==> src/rtl/pwr_ctl_pkg.sv <==
package pwr_ctl_pkg;

   // Positions that the readback consumer decodes
   localparam int unsigned FLAG_POS = 0;
   localparam int unsigned PWR_POS  = 2;
   localparam int unsigned HIZ_POS  = 6;
   localparam int unsigned CFG_W    = 7;

   // Live configuration held by the core
   typedef struct packed {
      logic hiz;
      logic pwr;
      logic flag;
   } live_cfg_t;

   // Value parked between a control write and its commit
   typedef struct packed {
      logic hiz;
      logic pwr;
      logic clr;
   } held_cfg_t;

   localparam live_cfg_t LIVE_RESET = '{hiz: 1'b1, pwr: 1'b0, flag: 1'b0};

   function automatic held_cfg_t unpack_word(input logic [CFG_W-1:0] w);
      held_cfg_t h;
      h.hiz = w[HIZ_POS];
      h.pwr = w[PWR_POS];
      h.clr = ~w[FLAG_POS];
      return h;
   endfunction

endpackage

==> src/rtl/ot_qualifier.sv <==
module ot_qualifier #(
   parameter int unsigned SYNC_STAGES = 2,
   parameter int unsigned QUAL_COUNT  = 2
) (
   input  logic clk,
   input  logic rst_n,
   input  logic async_in,
   output logic hot
);

   generate
      if (SYNC_STAGES < 2) begin : g_bad_sync
         $error("ot_qualifier: SYNC_STAGES must be at least 2");
      end
      if (QUAL_COUNT < 1) begin : g_bad_qual
         $error("ot_qualifier: QUAL_COUNT must be at least 1");
      end
   endgenerate

   localparam int unsigned CNT_W = $clog2(QUAL_COUNT + 1);

   logic [SYNC_STAGES-1:0] chain;
   logic                   sampled;

   always_ff @(posedge clk or negedge rst_n) begin
      if (!rst_n) begin
         chain <= '0;
      end else begin
         chain <= {chain[SYNC_STAGES-2:0], async_in};
      end
   end

   assign sampled = chain[SYNC_STAGES-1];

   generate
      if (QUAL_COUNT == 1) begin : g_single
         logic hot_q;
         always_ff @(posedge clk or negedge rst_n) begin
            if (!rst_n) hot_q <= 1'b0;
            else        hot_q <= sampled;
         end
         assign hot = hot_q;
      end else begin : g_count
         logic [CNT_W-1:0] run_len;
         always_ff @(posedge clk or negedge rst_n) begin
            if (!rst_n) begin
               run_len <= '0;
            end else if (!sampled) begin
               run_len <= '0;
            end else if (run_len != CNT_W'(QUAL_COUNT)) begin
               run_len <= run_len + CNT_W'(1);
            end
         end
         assign hot = (run_len == CNT_W'(QUAL_COUNT));

         // a qualified trip needs the two preceding samples to be hot
         a_r7_two_samples: assert property (@(posedge clk) disable iff (!rst_n)
            $rose(hot) |-> ($past(sampled) && $past(sampled, 2)));
      end
   endgenerate

   // hot never survives two quiet samples
   a_r7_drops_when_quiet: assert property (@(posedge clk) disable iff (!rst_n)
      (!sampled && $past(!sampled)) |-> !hot);

endmodule

==> src/rtl/ctl_stage.sv <==
module ctl_stage
   import pwr_ctl_pkg::*;
#(
   parameter int unsigned DATA_W = 12
) (
   input  logic              clk,
   input  logic              rst_n,
   input  logic              ctl_wr,
   input  logic [DATA_W-1:0] ctl_wdata,
   input  logic              frame_wr,
   output logic              commit,
   output held_cfg_t         commit_cfg
);

   generate
      if (DATA_W < CFG_W) begin : g_bad_width
         $error("ctl_stage: DATA_W must cover the control field");
      end
   endgenerate

   logic      held_valid;
   held_cfg_t held;
   logic      unused_rsvd_bits;

   // Reserved positions are discarded on entry
   assign unused_rsvd_bits = ^{ctl_wdata[DATA_W-1:CFG_W],
                               ctl_wdata[5:3], ctl_wdata[1]};

   always_ff @(posedge clk or negedge rst_n) begin
      if (!rst_n) begin
         held_valid <= 1'b0;
         held       <= '0;
      end else if (ctl_wr) begin
         held_valid <= 1'b1;
         held       <= unpack_word(ctl_wdata[CFG_W-1:0]);
      end else if (frame_wr) begin
         held_valid <= 1'b0;
      end
   end

   assign commit     = frame_wr && held_valid && !ctl_wr;
   assign commit_cfg = held;

   // a commit consumes the held value
   a_r2_commit_consumes: assert property (@(posedge clk) disable iff (!rst_n)
      commit |=> !held_valid);

   // a later write refreshes the held word without committing
   a_r11_rewrite_holds: assert property (@(posedge clk) disable iff (!rst_n)
      ctl_wr |=> held_valid);

endmodule

==> src/rtl/ctl_core.sv <==
module ctl_core
   import pwr_ctl_pkg::*;
(
   input  logic      clk,
   input  logic      rst_n,
   input  logic      commit,
   input  held_cfg_t commit_cfg,
   input  logic      hot,
   output live_cfg_t live
);

   live_cfg_t live_q;

   always_ff @(posedge clk or negedge rst_n) begin
      if (!rst_n) begin
         live_q <= LIVE_RESET;
      end else begin
         if (commit) begin
            live_q.pwr <= commit_cfg.pwr;
            live_q.hiz <= commit_cfg.hiz;
         end
         if (hot) begin
            live_q.flag <= 1'b1;
         end else if (commit && commit_cfg.clr) begin
            live_q.flag <= 1'b0;
         end
      end
   end

   assign live = live_q;

   // a qualified trip sets the flag on the next edge
   a_r6_trip_sets: assert property (@(posedge clk) disable iff (!rst_n)
      hot |=> live_q.flag);

   // the flag leaves only through a clearing commit
   a_r8_sticky: assert property (@(posedge clk) disable iff (!rst_n)
      (live_q.flag && !(commit && commit_cfg.clr)) |=> live_q.flag);

   // nothing but a trip raises the flag
   a_r8_no_soft_set: assert property (@(posedge clk) disable iff (!rst_n)
      (!live_q.flag && !hot) |=> !live_q.flag);

   // trip and clearing commit together leave the flag set
   a_r10_trip_wins: assert property (@(posedge clk) disable iff (!rst_n)
      (hot && commit && commit_cfg.clr) |=> live_q.flag);

   // mode bits move only on a commit
   a_r2_stable_without_commit: assert property (@(posedge clk) disable iff (!rst_n)
      !commit |=> ($stable(live_q.pwr) && $stable(live_q.hiz)));

endmodule

==> src/rtl/pwr_thermal_ctl.sv <==
module pwr_thermal_ctl
   import pwr_ctl_pkg::*;
#(
   parameter int unsigned DATA_W      = 12,
   parameter int unsigned SYNC_STAGES = 2,
   parameter int unsigned QUAL_COUNT  = 2
) (
   input  logic              clk,
   input  logic              rst_n,
   input  logic              ctl_wr,
   input  logic [DATA_W-1:0] ctl_wdata,
   input  logic              frame_wr,
   output logic [DATA_W-1:0] ctl_rdata,
   input  logic              temp_hot,
   output logic              ana_en,
   output logic              out_hiz,
   output logic              alarm_n
);

   logic      hot;
   logic      commit;
   held_cfg_t commit_cfg;
   live_cfg_t live;

   ot_qualifier #(
      .SYNC_STAGES (SYNC_STAGES),
      .QUAL_COUNT  (QUAL_COUNT)
   ) u_qual (
      .clk      (clk),
      .rst_n    (rst_n),
      .async_in (temp_hot),
      .hot      (hot)
   );

   ctl_stage #(
      .DATA_W (DATA_W)
   ) u_stage (
      .clk        (clk),
      .rst_n      (rst_n),
      .ctl_wr     (ctl_wr),
      .ctl_wdata  (ctl_wdata),
      .frame_wr   (frame_wr),
      .commit     (commit),
      .commit_cfg (commit_cfg)
   );

   ctl_core u_core (
      .clk        (clk),
      .rst_n      (rst_n),
      .commit     (commit),
      .commit_cfg (commit_cfg),
      .hot        (hot),
      .live       (live)
   );

   always_comb begin
      ctl_rdata           = '0;
      ctl_rdata[FLAG_POS] = live.flag;
      ctl_rdata[PWR_POS]  = live.pwr;
      ctl_rdata[HIZ_POS]  = live.hiz;
   end

   assign ana_en  = live.pwr & ~live.flag;
   assign out_hiz = live.hiz;
   assign alarm_n = ~live.flag;

   // the analog section is off whenever the alarm is active
   a_r9_off_in_alarm: assert property (@(posedge clk) disable iff (!rst_n)
      !alarm_n |-> !ana_en);

   // the alarm pin and the readback flag agree
   a_r6_alarm_matches_flag: assert property (@(posedge clk) disable iff (!rst_n)
      alarm_n == !ctl_rdata[FLAG_POS]);

endmodule

==> config.mk <==
export PLATFORM = sky130hd
export DESIGN_NAME = pwr_thermal_ctl
export DESIGN_NICKNAME = d
export VERILOG_FILES = /design/src/rtl/pwr_ctl_pkg.sv /design/src/rtl/ot_qualifier.sv /design/src/rtl/ctl_stage.sv /design/src/rtl/ctl_core.sv /design/src/rtl/pwr_thermal_ctl.sv
export SDC_FILE = /design/constraint.sdc
export NUM_CORES = 1
export LEC_CHECK = 0
export BUFFER_PORTS_ARGS = -buffer_cell sky130_fd_sc_hd__buf_2
export CAP_MARGIN = 5
export CORE_AREA = 2 2 39 41
export DETAILED_ROUTE_END_ITERATION = 16
export DIE_AREA = 0 0 41 43
export PLACE_DENSITY = 0.76
export SKIP_CTS_REPAIR_TIMING = 1
export SYNTH_ARGS = -nofsm -noshare
export SYNTH_HDL_FRONTEND = slang
export SYNTH_SLANG_ARGS = --single-unit
==> constraint.sdc <==
create_clock -name clk -period 2.6 [get_ports clk]
set_input_delay 0.26 -clock clk [delete_from_list [all_inputs] [get_ports clk]]
set_output_delay 0.26 -clock clk [all_outputs]
set_load 0.02 [all_outputs]
==> results.md <==
- H-Tree Depth: 1
- Flops & latches, synth: 11
- Worst-path fanout max: 3
- Setup violators final: 0
- P_leak: 0.316 nW
- DIE WIDTH: 41 um
- Worst path max stage delay: 540 ps
- Period Utilization, post-route: 47.0%
- Synthesized area per cell: 12.5 sq um
- Compound-Gate Fraction of Synth Area: 5.97%
- CTS Sinks: 11
- Tot Pwr: 0.523 mW
- Placed insts: 69
- Max Freq: 0.818 GHz
- Setup crit start kind: flip-flop
- Remaining DRCs: 0
- Worst R2R Start: u_qual.g_count.run_len[0]
- PwrDens: 870 nW/um^2
- Row count: 14
- RSZ-0062 raised after global routing: false
- Critical Path AT: 960 ps
- Largest family of logic cells by synthesized area: buffers and inverters
- Class of the most critical setup path: reg2out
- Hold depth: 1
- Max_cap viols: 0
- Reg-to-reg slack, setup: 1440 ps
- Number of port buffers: 13
- Share of layout cells above drive strength 1: 41.4%
- Ys Warns: 0
- Top cell family by delay on the critical path: flip-flops
- Simple-Gate Fraction of Synth Area: 10.0%
- WP buf/inv: 1
- Clock-pin slew on the worst setup and hold paths: 60 ps
- Area of the die: 1760 sq um
- Multiplexer share of the synthesized area: 10.0%
- Cells after synthesis: 42
- Die Height: 43 um
- Global-route wire length before repair: 1080 um
- Post-synthesis adder-cell area fraction: 2.39%
- Vias per cell: 4.07
- Final ANT Viol Nets: 0
- 1st-pass router iterations: 2
- Initial antenna violation count: 0
- Hold Crit Start: temp_hot
- Crit. End Element: primary output
- Final WL: 731 um
- Initial core utilization: 37.9%
- Largest net degree at the start of global routing: 12
- WHS Endpoint: u_qual.chain[0]
- Core area: 1380 sq um
- R2R depth: 4
- Min Tclk post-route: 1220 ps
- Ports: 32
- Vias in the first global route: 267
- Status: completed
- DR vias: 301
- Wire per inst: 9.88 um
- Hold Fails Final Rpt: 0
- Worst r2r dst: u_qual.g_count.run_len[1]
- Worst clock skew: 0.643 ps
- Worst VDD drop: 0.415 mV
- Layout area overhead: 14.6%
- Worst EP required: 2340 ps
- Nets@finish: 77
- Sequential element share of the synthesized area: 52.7%
- Gr ovfl total: 0
- Cell variety after synth: 20
- CTS tree: done
- Crit-path cells: buf_2
- Hold_ws: 99.3 ps
- DRT iter0 DRCs: 1
- Antenna Cells: 0
- Max-slew violations: 0
- Mapped cell area: 524 sq um
- Root Buffer: clkbuf_4
- Worst-Skew Late Latency: 260 ps
- Xor/xnor share of the synthesized area: 1.67%
- Post-DP HPWL: 611 um
- Hold WC Path Type: in2reg
- CP max-delay cell: dfstp_2
- Placer Congestion: 0.638
- CTS Buffer Depth: 2
- GRT Total Usage: 9.41%
- CTS Buf Count: 3
- Non-filler cells, final: 74
- Fin Setup TNS: 0 ps
-- worst max-delay path by stage --
stage | depth (start not counted) | from | slack (ps) | to
6_report | 1 | u_core.live[2] | 1380 | out_hiz
5_1_grt | 2 | u_core.live[0] | 1340 | ana_en
4_1_cts | 1 | u_core.live[2] | 1370 | out_hiz
3_5_place_dp | 4 | u_qual.g_count.run_len[0] | 1430 | u_qual.g_count.run_len[1]
3_3_place_gp | 4 | u_qual.g_count.run_len[0] | 1510 | u_qual.g_count.run_len[1]
2_1_floorplan | 1 | u_core.live[1] | 1530 | ana_en
-- placed cells by master, fill, tap and decap left out, types with 2 or more instances in the layout --
cell / Yosys / routed
conb_1: 1 / 9
mux2_4: 2 / 2
clkbuf_4: 0 / 3
dfrtp_1: 10 / 10
buf_2: 0 / 13
mux2_2: 2 / 2
inv_1: 3 / 3
-- synthesized netlist by cell type, drive strengths merged --
cell     n  area, sq um
a21o     1         8.76
o22a     1         10.0
nor2b    1         6.26
mux2     4         52.6
dfrtp   10          250
buf     10         75.1
nand2    1         3.75
inv      3         11.3
a21boi   1         7.51
nand3b   1         20.0
dfstp    1         26.3
conb     1         3.75
nand2b   1         6.26
nor2     1         3.75
and2     1         6.26
ha       1         12.5
or2      1         6.26
a21oi    1         5.00
xnor2    1         8.76
-- sequential cells by signal (all words and copies together) (netlist names) --
register / flops
u_core.live: 3
u_stage.commit_cfg: 3
u_qual.chain: 2
u_qual.g_count.run_len: 2
u_stage.held_valid: 1
-- final cells by class --
type | count | area, sq um
Fill cell | 144 | 783
Sequential cell | 11 | 277
Multi-Input combinational cell | 26 | 191
Timing Repair Buffer | 14 | 75.1
Clock buffer | 4 | 26.3
Tap cell | 16 | 20.0
Inverter | 3 | 11.3
-- through the flow --
| stage | setup slack (ps) | area, sq um | util, % |
|---|---|---|---|
| 2_1_floorplan | 1530 | 554 | - |
| 3_3_place_gp | 1510 | 564 | 40.8 |
| 3_5_place_dp | 1430 | 564 | 40.8 |
| 4_1_cts | 1370 | 591 | 42.7 |
| 5_1_grt | 1340 | 601 | 43.4 |
| 6_report | 1380 | 601 | 43.4 |
-- per-layer routing --
layer / part of all wire (%) / GRT usage [%] / vias to the layer above
li1: - / - / 146
met1: 40 / 10.6 / 141
met2: 53 / 14.4 / 12
met3: 5.6 / 3.14 / 2
met4: 1.8 / 6.00 / 0
met5: 0 / 0 / -
-- report_power, final --
group          internal, mW  total (mW)  leakage, nW  switching (mW)
Combinational        0.0791       0.179        0.173          0.0998
Clock                0.0593       0.112       0.0150          0.0525
Sequential            0.208       0.232        0.128          0.0238
Total                 0.347       0.523        0.316           0.176
-- cells by family after synthesis --
kind of cell             after synthesis
AND/OR/NAND/NOR                        7
AO/OA/AOI/OAI                          4
flip-flops                            11
buffers and inverters                 13
other                                  1
adder cells (fa/ha/maj)                1
XOR/XNOR                               1
multiplexers                           4
No activity file was read; power rests on OpenSTA's default activity.
